**src/rtl/irq_core_pkg.sv**
```systemverilog
package irq_core_pkg;

    // Acknowledge response state
    typedef enum logic {
        ST_IDLE = 1'b0,
        ST_VEC  = 1'b1
    } ack_state_e;

endpackage

```
**src/rtl/irq_edge_capture.sv**
```systemverilog
module irq_edge_capture #(
    parameter int N = 8
) (
    input  logic         clk,
    input  logic         rst_n,
    input  logic [N-1:0] pin,
    input  logic [N-1:0] mask,
    output logic [N-1:0] accepted
);

    logic [N-1:0] pin_q;

    always_ff @(posedge clk) begin
        if (!rst_n) begin
            pin_q <= '0;
        end else begin
            pin_q <= pin;
        end
    end

    for (genvar g = 0; g < N; g++) begin : g_line
        assign accepted[g] = pin[g] & ~pin_q[g] & ~mask[g];
    end

endmodule

```
**src/rtl/irq_prio_enc.sv**
```systemverilog
module irq_prio_enc #(
    parameter int N  = 8,
    parameter int LW = (N > 1) ? $clog2(N) : 1
) (
    input  logic [N-1:0]  bits,
    output logic          any,
    output logic [LW-1:0] idx
);

    always_comb begin
        any = 1'b0;
        idx = '0;
        for (int i = 0; i < N; i++) begin
            if (bits[i]) begin
                any = 1'b1;
                idx = LW'(i);
            end
        end
    end

endmodule

```
**src/rtl/irq_ack_fsm.sv**
```systemverilog
module irq_ack_fsm
    import irq_core_pkg::*;
#(
    parameter int N  = 8,
    parameter int VW = 8,
    parameter int LW = (N > 1) ? $clog2(N) : 1
) (
    input  logic          clk,
    input  logic          rst_n,
    input  logic          ack,
    input  logic          hit,
    input  logic [LW-1:0] sel,
    input  logic [VW-1:0] vec_base,
    input  logic [N-1:0]  cascade_map,
    input  logic          slave_present,
    input  logic [VW-1:0] slave_vector,
    output logic [VW-1:0] vector,
    output logic          vector_valid
);

    localparam logic [VW-1:0] BASE_KEEP = ~VW'(N - 1);

    ack_state_e    state_q, state_d;
    logic [VW-1:0] vec_q, vec_d;
    logic [VW-1:0] base_aligned;

    assign base_aligned = vec_base & BASE_KEEP;

    always_comb begin
        state_d = state_q;
        unique case (state_q)
            ST_IDLE: if (ack)  state_d = ST_VEC;
            ST_VEC:  if (!ack) state_d = ST_IDLE;
            default: state_d = ST_IDLE;
        endcase
    end

    always_ff @(posedge clk) begin
        if (!rst_n) begin
            state_q <= ST_IDLE;
        end else begin
            state_q <= state_d;
        end
    end

    always_comb begin
        vec_d = vec_q;
        if (ack) begin
            if (!hit) begin
                vec_d = base_aligned;
            end else if (slave_present && cascade_map[sel]) begin
                vec_d = slave_vector;
            end else begin
                vec_d = base_aligned | VW'(sel);
            end
        end
    end

    always_ff @(posedge clk) begin
        if (!rst_n) begin
            vec_q <= '0;
        end else begin
            vec_q <= vec_d;
        end
    end

    assign vector       = vec_q;
    assign vector_valid = (state_q == ST_VEC);


    ack_valid_chk: assert property (@(posedge clk) disable iff (!rst_n)
        ack |=> vector_valid);


    empty_ack_vec_chk: assert property (@(posedge clk) disable iff (!rst_n)
        (ack && !hit) |=> (vector == ($past(vec_base) & BASE_KEEP)));

endmodule

```
**src/rtl/irq_priority_core.sv**
```systemverilog
module irq_priority_core #(
    parameter int N  = 8,
    parameter int VW = 8
) (
    input  logic                   clk,
    input  logic                   rst_n,
    input  logic [N-1:0]           irq_pin,
    input  logic [N-1:0]           irq_mask,
    input  logic [VW-1:0]          vec_base,
    input  logic [N-1:0]           cascade_map,
    input  logic                   auto_eoi,
    input  logic                   slave_present,
    input  logic [VW-1:0]          slave_vector,
    input  logic                   eoi_valid,
    input  logic [$clog2(N)-1:0]   eoi_line,
    input  logic                   ack,
    output logic                   int_pulse,
    output logic [VW-1:0]          vector,
    output logic                   vector_valid,
    output logic [N-1:0]           req_reg,
    output logic [N-1:0]           isr_reg
);

    localparam int LW = $clog2(N);

    logic [N-1:0]  req_q, req_n;
    logic [N-1:0]  isr_q, isr_n;
    logic [N-1:0]  new_req;
    logic [N-1:0]  sel_oh, eoi_oh;
    logic [N-1:0]  isr_set, isr_clr;
    logic [N-1:0]  blocked;
    logic          hit, take, eoi_evt;
    logic [LW-1:0] sel;
    logic          next_any;
    logic [LW-1:0] next_top;
    logic          edge_fire, eoi_fire;
    logic          pulse_q;

    irq_edge_capture #(.N(N)) u_edge (
        .clk      (clk),
        .rst_n    (rst_n),
        .pin      (irq_pin),
        .mask     (irq_mask),
        .accepted (new_req)
    );

    // selection from the request set as it stood before this clock
    irq_prio_enc #(.N(N), .LW(LW)) u_sel_enc (
        .bits (req_q),
        .any  (hit),
        .idx  (sel)
    );

    assign take    = ack & hit;
    assign sel_oh  = take ? (N'(1) << sel) : '0;
    assign eoi_oh  = eoi_valid ? (N'(1) << eoi_line) : '0;
    assign isr_set = auto_eoi ? '0 : sel_oh;
    assign isr_clr = eoi_oh | (auto_eoi ? sel_oh : '0);
    assign eoi_evt = eoi_valid | (take & auto_eoi);

    assign req_n = (req_q & ~sel_oh) | new_req;
    assign isr_n = (isr_q | isr_set) & ~isr_clr;

    for (genvar g = 0; g < N; g++) begin : g_block
        assign blocked[g] = |isr_n[N-1:g];
    end

    // re-evaluation target after an end-of-interrupt
    irq_prio_enc #(.N(N), .LW(LW)) u_next_enc (
        .bits (req_n),
        .any  (next_any),
        .idx  (next_top)
    );

    assign edge_fire = |(new_req & ~blocked);
    assign eoi_fire  = eoi_evt & next_any & ~blocked[next_top];

    always_ff @(posedge clk) begin
        if (!rst_n) begin
            req_q   <= '0;
            isr_q   <= '0;
            pulse_q <= 1'b0;
        end else begin
            req_q   <= req_n;
            isr_q   <= isr_n;
            pulse_q <= edge_fire | eoi_fire;
        end
    end

    irq_ack_fsm #(.N(N), .VW(VW), .LW(LW)) u_ack (
        .clk           (clk),
        .rst_n         (rst_n),
        .ack           (ack),
        .hit           (hit),
        .sel           (sel),
        .vec_base      (vec_base),
        .cascade_map   (cascade_map),
        .slave_present (slave_present),
        .slave_vector  (slave_vector),
        .vector        (vector),
        .vector_valid  (vector_valid)
    );

    assign int_pulse = pulse_q;
    assign req_reg   = req_q;
    assign isr_reg   = isr_q;


    req_needs_pin_chk: assert property (@(posedge clk) disable iff (!rst_n)
        1'b1 |=> ((req_q & ~$past(req_q) & ~$past(irq_pin)) == '0));


    masked_drop_chk: assert property (@(posedge clk) disable iff (!rst_n)
        1'b1 |=> ((req_q & ~$past(req_q) & $past(irq_mask)) == '0));


    auto_no_isr_chk: assert property (@(posedge clk) disable iff (!rst_n)
        auto_eoi |=> ((isr_q & ~$past(isr_q)) == '0));


    eoi_clears_chk: assert property (@(posedge clk) disable iff (!rst_n)
        eoi_valid |=> !isr_q[$past(eoi_line)]);


    empty_ack_hold_chk: assert property (@(posedge clk) disable iff (!rst_n)
        (ack && (req_q == '0) && !eoi_valid) |=> ((isr_q == $past(isr_q))));

endmodule

```
**config.mk**
```make
export PLATFORM = sky130hd
export DESIGN_NAME = irq_priority_core
export DESIGN_NICKNAME = d
export VERILOG_FILES = /design/src/rtl/irq_core_pkg.sv /design/src/rtl/irq_edge_capture.sv /design/src/rtl/irq_prio_enc.sv /design/src/rtl/irq_ack_fsm.sv /design/src/rtl/irq_priority_core.sv
export SDC_FILE = /design/constraint.sdc
export NUM_CORES = 1
export LEC_CHECK = 0
export BUFFER_PORTS_ARGS = -buffer_cell sky130_fd_sc_hd__buf_2
export CORE_MARGIN = 4
export CORE_UTILIZATION = 52
export DETAILED_ROUTE_END_ITERATION = 12
export HOLD_SLACK_MARGIN = 0.1
export MAX_ROUTING_LAYER = met4
export PLACE_DENSITY = 0.89
export RECOVER_POWER = 100
export SLEW_MARGIN = 20
export SYNTH_ARGS = -nofsm -noshare
export SYNTH_HDL_FRONTEND = slang
export SYNTH_HIERARCHICAL = 1
export SYNTH_SLANG_ARGS = --single-unit
```
**constraint.sdc**
```tcl
create_clock -name clk -period 6.8 [get_ports clk]
set_input_delay 0 -clock clk [delete_from_list [all_inputs] [get_ports clk]]
set_output_delay 0 -clock clk [all_outputs]
set_load 0.02 [all_outputs]
```
==> results list, run 1 <==
* Status: finished clean
- The floorplan step defined a die boundary enclosing 4760 µm².
- Global routing consumed, over all layers together, between 20% and 30% of the routing resources.
- The clock tree synthesis step divided the H-tree into 2 levels.
- After clock tree synthesis, the clock-pin slew on the worst setup and hold paths is 0.07 ns.
- Post-CTS timing repair inserted 0 buffers for setup.
- Setup repair after global routing left no endpoint under its margin.
- Largest net degree at the start of global routing: 33
- In this run the tool buffered the top-level ports with 71 buffer cells.
- Detailed router's first-iteration violation count: 238
- Post-synth ARST share: 0%
- Setup violations remaining at the end of the flow were counted as 0.
- DPL Wire Length: 4190 µm
- Slew Limit Fails: 0
* Final TNS setup: 0 ns
- The worst hold path belongs to the class input pin to flop.
* Final estimated routing congestion in global placement: 0.960
- CTS tree: done
- The via count of the first global-routing pass was roughly 2,200.
- Post-placement worst setup slack: 3.56 ns
* Via density per instance: 5.99
- Floorplan die width: 69.0 µm
- Area fraction in compound gates after synthesis: 24.8%
- After synthesis, the largest family of logic cells by area is simple AND/OR/NAND/NOR gates.
- Net switching power of the design: slightly below 0.0002 W
- Synthesized-area fraction occupied by xor and xnor cells: 0%
- In this run the core area contains 21 standard-cell rows.
- Final worst path period need: 3.64 ns
- Of the cells placed in the final design, the portion with a size suffix greater than 1 is 18.6%.
- Headroom to the max-slew limit came out at 23.7%.
- Fraction of post-synthesis cell area in the top cell type by area: between 30% and 40%
* Post-synth EDFFs: 0
- Max-capacitance violation count: 0
* Total number of yosys warnings: 6
- Average wire per cell in the routed design: 17.6 µm
- Static power due to leakage: 1.04 nW
- The repair_antennas step left the layout with diodes totalling 0.
- Worst IR drop on VDD: 0.000170 V
- The clock net in this run drives a total of 34 sinks.
- Total of flip-flops plus latches after synthesis: 34
- Cell-internal power: 0.000364 W
* Placeable core region: 3470 µm²
* Sequential fraction of the synthesis area: between 30% and 40%
* Most used flip-flop cell after synthesis: dfxtp_1
- Sequential cells burn about two fifths of the power.
- Data on the critical path is required at its endpoint by 7.00 ns.
- Number of nets with antenna violations after detailed routing: 0
* Proportion of synthesized area in mux cells: 2.91%
- Clock skew after layout: slightly below 0.006 ns
- When the netlist entered floorplanning its net count stood at approximately 280.
- Summing every instance area after synthesis gives 1940 µm².
- Along the worst path, the maximum fanout reaches 9.
* Worst-Margin Slew: 1.15 ns
* Classification of the worst setup path: flop to flop
* Wire length of the first global-routing pass: 10,900 µm
- Synth-to-Final Area Change: 34.3%
- Clock latency on the worst-skew pair, taken at its later pin, is slightly below 0.3 ns.
* Ranking of synthesized cells by area: dfxtp_1 35%, and2_1 6.8%, o21ai_0 4.9%
- Summing the areas of all and, or, nand and nor instances in the mapped netlist gives 35.2% of the synthesized area.
- Distinct cell type count of the synthesized netlist: 49
* # IOs: 75
- The initial utilization of the core area, before any placement, comes to 55.8%.
- After Yosys synthesis, full adders, half adders and majority gates account for 0% of the synthesized area.
- Library cell occupying the most area in the post-synthesis netlist: dfxtp_1
* Final hold violation count: 0
- Total power density per cell area: around 220 nW/µm²
- The worst setup path is captured at a flop.
* Utilization after layout: 75.0%
- The number of antenna violations at the first check in global routing was 0.
- Net switching fraction of the power: around a third
- Wires add up to 6570 µm.
- After global routing the overflow that remains totals 0.
* First-pass detailed-route iteration total: 4
* Filler Cells Inserted: 276
* Fmax: 0.275 GHz
* Clock network fraction of total power: 28.3%
* Vertical die dimension: 69.0 µm
* Final worst path period share: 53.5%
* Post-synthesis cell count: about 230
- Num CTS Buffers: 5
- Final #Nets: 376
- Across all layers, the routed design uses roughly 2,200 vias.
- Post-route DRC violation count: 0
- No sink is reached through more buffers than the 2 on the longest clock path.
* Combinational share of power: 32.0%
- CTS Root Cell: clkbuf_8
- Endpoint arrival time on the critical path: 3.84 ns
- Min setup slack post-route: 3.16 ns
- STA classifies the critical path startpoint as a flop.
- Each instance of the synthesized netlist takes up on average between 8 and 9 µm².
## logic make-up (layout without fill, tap and decap cells)
group,after synthesis,after routing
AOI/OAI and AO/OA,70,70
muxes,4,4
buffers and inverters,10,110
DFF,34,34
and+or+nand+nor,110,110
## area by class of cell
type,count,area [µm²],area share [%]
flip-flops and latches,34,681,26.2
multi-input cells,184,1190,45.7
inverters,7,26.3,1.01
repair buffers,95,553,21.3
clock inverters,2,12.5,0.481
clock buffers,6,82.6,3.18
well taps,46,57.6,2.21
## worst max-delay path, cell delays in order, from the launching register on
cell      delay (ns)
dfxtp_1         0.40
nor2_1          0.09
o31ai_1         0.45
clkbuf_1        0.39
nand4_1         0.22
o21ai_0         0.20
nand2b_1        0.12
nor2_1          0.20
nand2_1         0.10
nor3b_1         0.34
inv_1           0.08
o311ai_0        0.49
a32oi_1         0.19
o32ai_2         0.28
## path summary, 6_finish.rpt
check	startpoint	slack (ns)	end	cells after the start
hold reg to reg	u_ack/vector[1]	0.55	u_ack/vector[1]	2
setup reg to reg	req_reg[2]	3.16	int_pulse	13
setup / recovery	req_reg[2]	3.16	int_pulse	13
hold / removal	ack	0.17	u_ack/vector_valid	2
## per-layer routing
metal	GRT usage (%)	vias to the layer above	share of wire (%)
met5	-	-	0
met4	10.2	0	2.5
met3	5.38	16	6.1
met2	47.7	103	52
met1	33.5	1065	40
li1	-	1058	-
## Yosys cell counts (all sizes together), types with 4 or more instances
| library cell | n |
|---|---|
| o21ai | 24 |
| and2 | 21 |
| inv | 5 |
| a21oi | 16 |
| a31oi | 7 |
| nand2b | 9 |
| nand3b | 4 |
| o31ai | 4 |
| nor3b | 9 |
| nand3 | 7 |
| dfxtp | 34 |
| o211ai | 6 |
| nor2b | 5 |
| nor2 | 15 |
| nand4 | 5 |
| nand2 | 11 |
## layout by cell type, fill, tap and decap left out, types with 5 or more instances in the layout
master	instances
a21oi_1	16
a31oi_1	7
and2_0	8
and2_1	13
buf_2	44
clkbuf_1	28
clkbuf_8	6
dfxtp_1	34
dlygate4sd3_1	22
inv_1	5
nand2_1	11
nand2b_1	9
nand3_1	7
nand4_1	5
nor2_1	15
nor2b_1	5
nor3b_1	9
o211ai_1	6
o21ai_0	20
## power by group through the flow
stage	Combinational [W]	Clock, W	Sequential [W]
4_1_cts	0.000181	0.000160	0.000221
3_3_place_gp	0.000166	0	0.000225
5_1_grt	0.000193	0.000167	0.000224
6_report	0.000179	0.000158	0.000222
2_1_floorplan	0.0000986	0	0.000239
3_5_place_dp	0.000170	0	0.000226
## metrics by stage
step                      hold slack, ns  cells  area, µm²  total power, W
after floorplan                    0.122    228       1940        0.000338
after global placement             0.208    344       2350        0.000391
after detailed placement           0.214    344       2350        0.000395
after CTS                          0.162    374       2670        0.000562
after global routing               0.186    374       2600        0.000585
final                              0.168    374       2600        0.000560
## repair_timing
item / in CTS / in global routing
gates resized for setup: 0 / 0
hold buffers: 22 / 0
hold endpoints to repair: 17 / 0
No activity file was read; power rests on OpenSTA's default activity.
==> run 2, diff against run 1 <==
- CORE_UTILIZATION: 52 -> 49
- PLACE_DENSITY: 0.89 -> 0.85
- clock period: 6.8 -> 3.6 ns (I/O delays scaled with it)
==> run 2 against run 1 <==
Flip-flop and latch count unchanged. Die area increased by 5.4%. Global-route usage decreased by 3.1 points. Via count increased by 0.62%. Register-to-register slack got worse by 2.9 ns. Final cell count increased by 0.80%. Largest power group unchanged. Sequential share of layout area decreased by 0.20 points. Largest cell class unchanged. Total power increased by 85%.
==> results list, run 2 (synthesized netlist as in run 1, its figures left out) <==
- Status: finished clean
- The wire length of the first global-routing pass was 9820 µm (-9.8%).
- Number of global-route vias before repair: 2,183 (-2.0%)
* RR Endpoint: int_pulse
* CTS Hold Bufs: 22 (unchanged)
* Number of antenna violations at the first check in global routing: 1 (+1)
- The residual antenna-violating net count after detailed routing was 0 (unchanged).
- Initial core utilization: 51.7% (-4.1 points)
- The setup path with the least slack is of type flop to flop.
* Latest clock arrival within the worst-skew pair: 0.29 ns (about the same)
- The overall fraction of global-route tracks in use was 25.1% (-3.1 points).
* Fmax: 0.299 GHz (+8.9%)
- The minimum setup slack in the final design was 0.261 ns (-2.90 ns).
- The power density over the cells was 395 nW/µm² (+84%).
- Reg-to-reg setup timing slack: 0.26 ns (-2.90 ns)
- The clock period minus final worst setup slack is 3.34 ns (-0.298 ns).
* Worst slew margin: 24.6% (+0.98 points)
* Synth-to-Final Area Change: 35.4%
- The top cell types in the final layout, fill and taps aside, are 44 x buf_2, 34 x dfxtp_1, 29 x clkbuf_1.
- The share of post-route cells with drive strength above 1 is 18.6% (unchanged).
- Worst IR drop on VDD: 0.000272 V (+60%)
* Final TNS setup: 0 ns (unchanged)
- Worst-Margin Slew: 1.13 ns (-0.0146 ns)
- Via count: 2,256 (+0.62%)
- Length in cells of the worst reg-to-reg path: 13 (unchanged)
- The die extent in y is 70.9 µm (+2.7%).
* Total length of routed wires: 6060 µm (-7.8%)
- Resized cells post-CTS: 0 (unchanged)
- Endpoint of the worst hold-timing path: u_ack/vector[1]
- Final hold violation count: 0 (unchanged)
- Clock skew after layout: 0.0101 ns (+0.00436 ns)
- The worst register-to-register path begins at req_reg[1].
* Slew Limit Fails: 0 (unchanged)
- The pin count of the biggest net entering global routing is 33 (unchanged).
- Total congestion overflow: 0 (unchanged)
- Area of the die: 5020 µm² (+5.4%)
- The number of stages on the worst hold path was 4 (+2).
* Setup violation total in the final timing report: 0 (unchanged)
* CP Max Fanout: 7 (-2)
- The count of port buffers added during placement is 71 (unchanged).
- The number of buffers created by CTS is 5 (unchanged).
- # IOs: 75 (unchanged)
- The number of DRC violations after detailed-routing iteration 0 came to 257 (+8.0%).
- The core area is 3740 µm² (+7.9%).
* Post-placement worst setup slack: 0.479 ns (-3.08 ns)
- CTS sink cnt: 34 (unchanged)
- TritonCTS built the clock tree.
* CTS clock-pin slew for the worst setup and hold paths: 0.07 ns (about the same)
- Deepest level of the CTS H-tree: 2 (unchanged)
- The critical path data arrival time is 3.54 ns (-0.30 ns).
* Hold Startpoint: slave_present
* Via density per instance: 5.98 (-0.18%)
- Required time of the critical path: 3.80 ns (-3.20 ns)
- Max-capacitance violation count: 0 (unchanged)
- Row cnt: 22 (+4.8%)
- STA classifies the critical path startpoint as a flop.
* Static power due to leakage: 1.04 nW (+0.36%)
- The width of the die came to 70.9 µm (+2.7%).
- In this run the worst hold path is classified as input pin to flop.
* Final worst path period share: 92.8% (+39 points)
- The number of remaining DRC errors is 0 (unchanged).
- Final estimated routing congestion in global placement: 0.904 (-5.8%)
- CTS Root Cell: clkbuf_8
* Utilization after layout: 70.0% (-5.0 points)
* Average wire per cell in the routed design: 16.1 µm (-8.5%)
- First-pass detailed-route iteration total: 5 (+1)
- Leading cell type in the layout, fill and taps excluded: buf_2
- Setup repair after global routing missed its margin: no
- Maximum clock path buffer count: 2 (unchanged)
* DPL Wire Length: 4140 µm (-1.1%)
- Critical Path End Type: flop
- Number of setup buffers added after CTS: 0 (unchanged)
- The net total in the final layout was 378 (+0.53%).
-- run 2: per-stage QoR --
stage	cell area, µm²	power, W	std cells	hold WS [ns]
global route	2620	0.00109	377	0.185
CTS	2670	0.00104	376	0.154
detailed placement	2370	0.000750	348	0.216
floorplan	1940	0.000638	228	0.122
global placement	2370	0.000743	348	0.212
finish	2620	0.00104	377	0.176
-- run 2: worst max path at each step --
stage	end	from	slack, ns
4_1_cts	int_pulse	req_reg[6]	0.45
5_1_grt	int_pulse	req_reg[1]	0.06
3_3_place_gp	int_pulse	req_reg[1]	0.59
2_1_floorplan	int_pulse	req_reg[1]	0.39
3_5_place_dp	int_pulse	req_reg[6]	0.48
6_report	int_pulse	req_reg[1]	0.26
-- run 2: power breakdown --
part,switching (W),internal (W)
registers,0.0000153,0.000403
logic,0.000208,0.000135
clock network,0.000127,0.000147
total,0.000350,0.000686
-- run 2: worst max-delay path: stages, from the launching register on --
cell and delay (ns):
dfxtp_1 0.38, a21oi_1 0.09, o31ai_1 0.45, clkbuf_1 0.31, or2_0 0.33, o21ai_0 0.12, nand2b_1 0.16, nor2_1 0.07
nand4_1 0.12, nor3b_1 0.39, inv_1 0.09, o311ai_1 0.31, a32oi_1 0.15, o32ai_2 0.27
-- run 2: cell type report --
| type | instances | area, µm² |
|---|---|---|
| repair buffers | 97 | 564 |
| well taps | 48 | 60.1 |
| clock buffers | 6 | 82.6 |
| flip-flops and latches | 34 | 681 |
| multi-input cells | 184 | 1200 |
| fillers | 316 | 1120 |
| diodes | 1 | 2.50 |
| inverters | 7 | 26.3 |
-- run 2: metal layers --
layer | part of all wire, % | vias to the layer above | global-route usage [%]
met3 | 10 | 30 | 7.10
met4 | 3.9 | 0 | 12.7
met1 | 40 | 1026 | 30.7
li1 | - | 1059 | -
met5 | 0 | - | -
met2 | 46 | 141 | 37.8
==> run 3, diff against run 2 <==
- RECOVER_POWER: 100 -> not set
- SKIP_LAST_GASP: not set -> 1
==> run 3 against run 2 <==
Maximum frequency rose by 0.74%. Hold slack worse by 0.00093 ns. Die area stayed put. Clock-buffer cell count is the same. Critical endpoint unchanged. Design area increased by 2.1%. Critical path type unchanged. Clock skew down 0.0015 ns. Sequential power barely moved. Global-route usage unchanged. Non-clock buffer count is the same. Clock power about the same. Final cell count stayed put.
==> results list, run 3 (synthesized netlist as in run 1, its figures left out) <==
* Deepest level of the CTS H-tree: 2 (unchanged)
- Required time of the critical path: 3.80 ns (about the same)
- The die extent in y came to 70.9 µm (unchanged).
- The cell leakage power is 1.17 nW (+12%).
- The number of antenna violations at the first check in global routing is 1 (unchanged).
* Global routing usage summed across all routing layers: 25.1% (unchanged)
- The total routed wirelength came to 6110 µm (+0.71%).
- The insertion delay of the later-clocked pin in the worst-skew pair is 0.29 ns (about the same).
- The number of failing setup endpoints in the final timing report was 0 (unchanged).
* Endpoint of the worst hold-timing path: isr_reg[5]
- Max-capacitance violation count: 0 (unchanged)
- Via count: 2,241 (-0.66%)
* Detailed router's first-iteration violation count: 235 (-8.6%)
- The number of buffers created by CTS came to 5 (unchanged).
- The number of stages on the worst hold path is 3 (-1).
- TritonCTS built the clock tree.
- The net total in the final layout is 378 (unchanged).
- The minimum hold slack is 0.175 ns (-0.000928 ns).
* Placeable core region: 3740 µm² (unchanged)
* Number of setup buffers added after CTS: 0 (unchanged)
- The clock period minus final worst setup slack is 3.31 ns (-0.0247 ns).
- The number of fill cells in the layout was 303 (-4.1%).
- Area of the die: 5020 µm² (unchanged)
- The width of the die came to 70.9 µm (unchanged).
- The startpoint identified for the worst register-to-register timing path is req_reg[6].
* Hold Startpoint: auto_eoi
- Worst IR drop on VDD: 0.000276 V (+1.5%)
- Wire length of the first global-routing pass: 9820 µm (unchanged)
- The critical path is of the flop to flop type.
- Final estimated routing congestion in global placement: 0.904 (unchanged)
* Initial core utilization: 51.7% (unchanged)
- Leading cell type in the layout, fill and taps excluded: buf_2
- The min-delay analysis places its worst path in the category input pin to flop.
- RR Endpoint: int_pulse
- The total negative slack was 0 ns (unchanged).
- The number of buffers on the longest clock path was 2 (unchanged).
- Final worst path period share: 92.1% (-0.68 points)
- Area used by multi-input combinational logic: 1220 µm² (+1.1%)
- Flip-flop and latch area: 681 µm² (unchanged)
* CP Max Fanout: 10 (+3)
* CTS Hold Bufs: 22 (unchanged)
- The residual overflow from global routing is 0 (unchanged).
* Largest net degree at the start of global routing: 33 (unchanged)
- Synth-to-Final Area Change: 38.2%
- Status: finished clean
- The slew at the pin closest to its max-slew limit came to 0.660 ns (-0.470 ns).
- The power density over the cells came to 392 nW/µm² (-0.80%).
- The via count of the first global-routing pass came to 2,183 (unchanged).
* Share of layout cells above drive strength 1: 28.7% (+10 points)
- Setup repair after global routing left no endpoint under its margin.
- The final HPWL from detailed placement was 4140 µm (unchanged).
* CTS sink cnt: 34 (unchanged)
- The relative max-transition margin is 55.9% (+31 points).
- The final clock skew was 0.00866 ns (-0.00148 ns).
* Most frequent cells in the layout: 71 x buf_2, 34 x dfxtp_1, 22 x dlygate4sd3_1
* CTS clock-pin slew for the worst setup and hold paths: 0.07 ns (about the same)
- The count of port buffers added during placement was 71 (unchanged).
- # IOs: 75 (unchanged)
- Row cnt: 22 (unchanged)
- Average wire per cell in the routed design: 16.2 µm (+0.71%)
- Resized cells post-CTS: 0 (unchanged)
* First-pass detailed-route iteration total: 5 (unchanged)
* Fmax: 0.302 GHz (+0.74%)
- Number of nets with antenna violations after detailed routing: 0 (unchanged)
- The critical path data arrival time was 3.51 ns (-0.03 ns).
* Critical Path End Type: flop
- Via density per instance: 5.94 (-0.66%)
- Final hold violation count: 0 (unchanged)
- CTS placed an instance of clkbuf_8 at the clock tree root.
- STA classifies the critical path startpoint as a flop.
- Slew Limit Fails: 0 (unchanged)
- The critical path starts at req_reg[6].
- Post-route DRC violation count: 0 (unchanged)
* Length in cells of the worst reg-to-reg path: 13 (unchanged)
- The register-to-register setup slack came to 0.29 ns (+0.02 ns).
==> run 3: cell count changes in the layout (fill, tap and decap cells not counted), sizes merged <==
cell    before  now
buf         46   75
clkbuf      35    6
==> run 3: layer usage <==
metal | wire [µm] | global-route usage (%) | up-vias
li1 | - | - | 1057
met1 | 2470 | 30.7 | 1026
met2 | 2870 | 37.8 | 136
met3 | 572 | 7.10 | 22
met4 | 197 | 12.7 | 0
met5 | 0 | - | -
==> run 3: report_power, final <==
part / total (W) / switching [W] / leakage (nW) / internal (W)
Sequential: 0.000418 / 0.0000148 / 0.280 / 0.000403
Combinational: 0.000358 / 0.000211 / 0.844 / 0.000148
Clock: 0.000273 / 0.000126 / 0.0431 / 0.000147
Total: 0.00105 / 0.000351 / 1.17 / 0.000698
==> run 3: final cells by class <==
| class | count | area share (%) |
|---|---|---|
| antenna | 1 | 0.0935 |
| sequential | 34 | 25.4 |
| clock buffer | 6 | 3.09 |
| timing repair buffer | 97 | 22.6 |
| multi-input combinational | 184 | 45.5 |
| inverter | 7 | 0.982 |
| tap | 48 | 2.25 |
==> run 3: stage by stage <==
step | cells | area, µm² | power (W) | utilization, % | setup slack (ns)
6_report | 377 | 2680 | 0.00105 | 71.5 | 0.286
5_1_grt | 377 | 2680 | 0.00110 | 71.5 | 0.0684
4_1_cts | 376 | 2670 | 0.00104 | 71.4 | 0.449
3_5_place_dp | 348 | 2370 | 0.000750 | 63.3 | 0.479
3_3_place_gp | 348 | 2370 | 0.000743 | 63.3 | 0.594
2_1_floorplan | 228 | 1940 | 0.000638 | - | 0.387
==> run 3: critical path: stages, from the launching register on <==
cell and delay [ns]:
dfxtp_1 0.36, nor2_1 0.20, nand4_1 0.46, nand3b_1 0.53
o21ai_0 0.17, nand2b_1 0.14, a21oi_1 0.06, o31ai_1 0.50
nor2_1 0.08, nand4_1 0.11, o2111ai_1 0.10, o21ai_0 0.12
a32oi_1 0.12, o32ai_2 0.27
==> run 3: worst max path at each step <==
stage                     end  slack [ns]
floorplan           int_pulse        0.39
global placement    int_pulse        0.59
detailed placement  int_pulse        0.48
CTS                 int_pulse        0.45
global route        int_pulse        0.07
finish              int_pulse        0.29
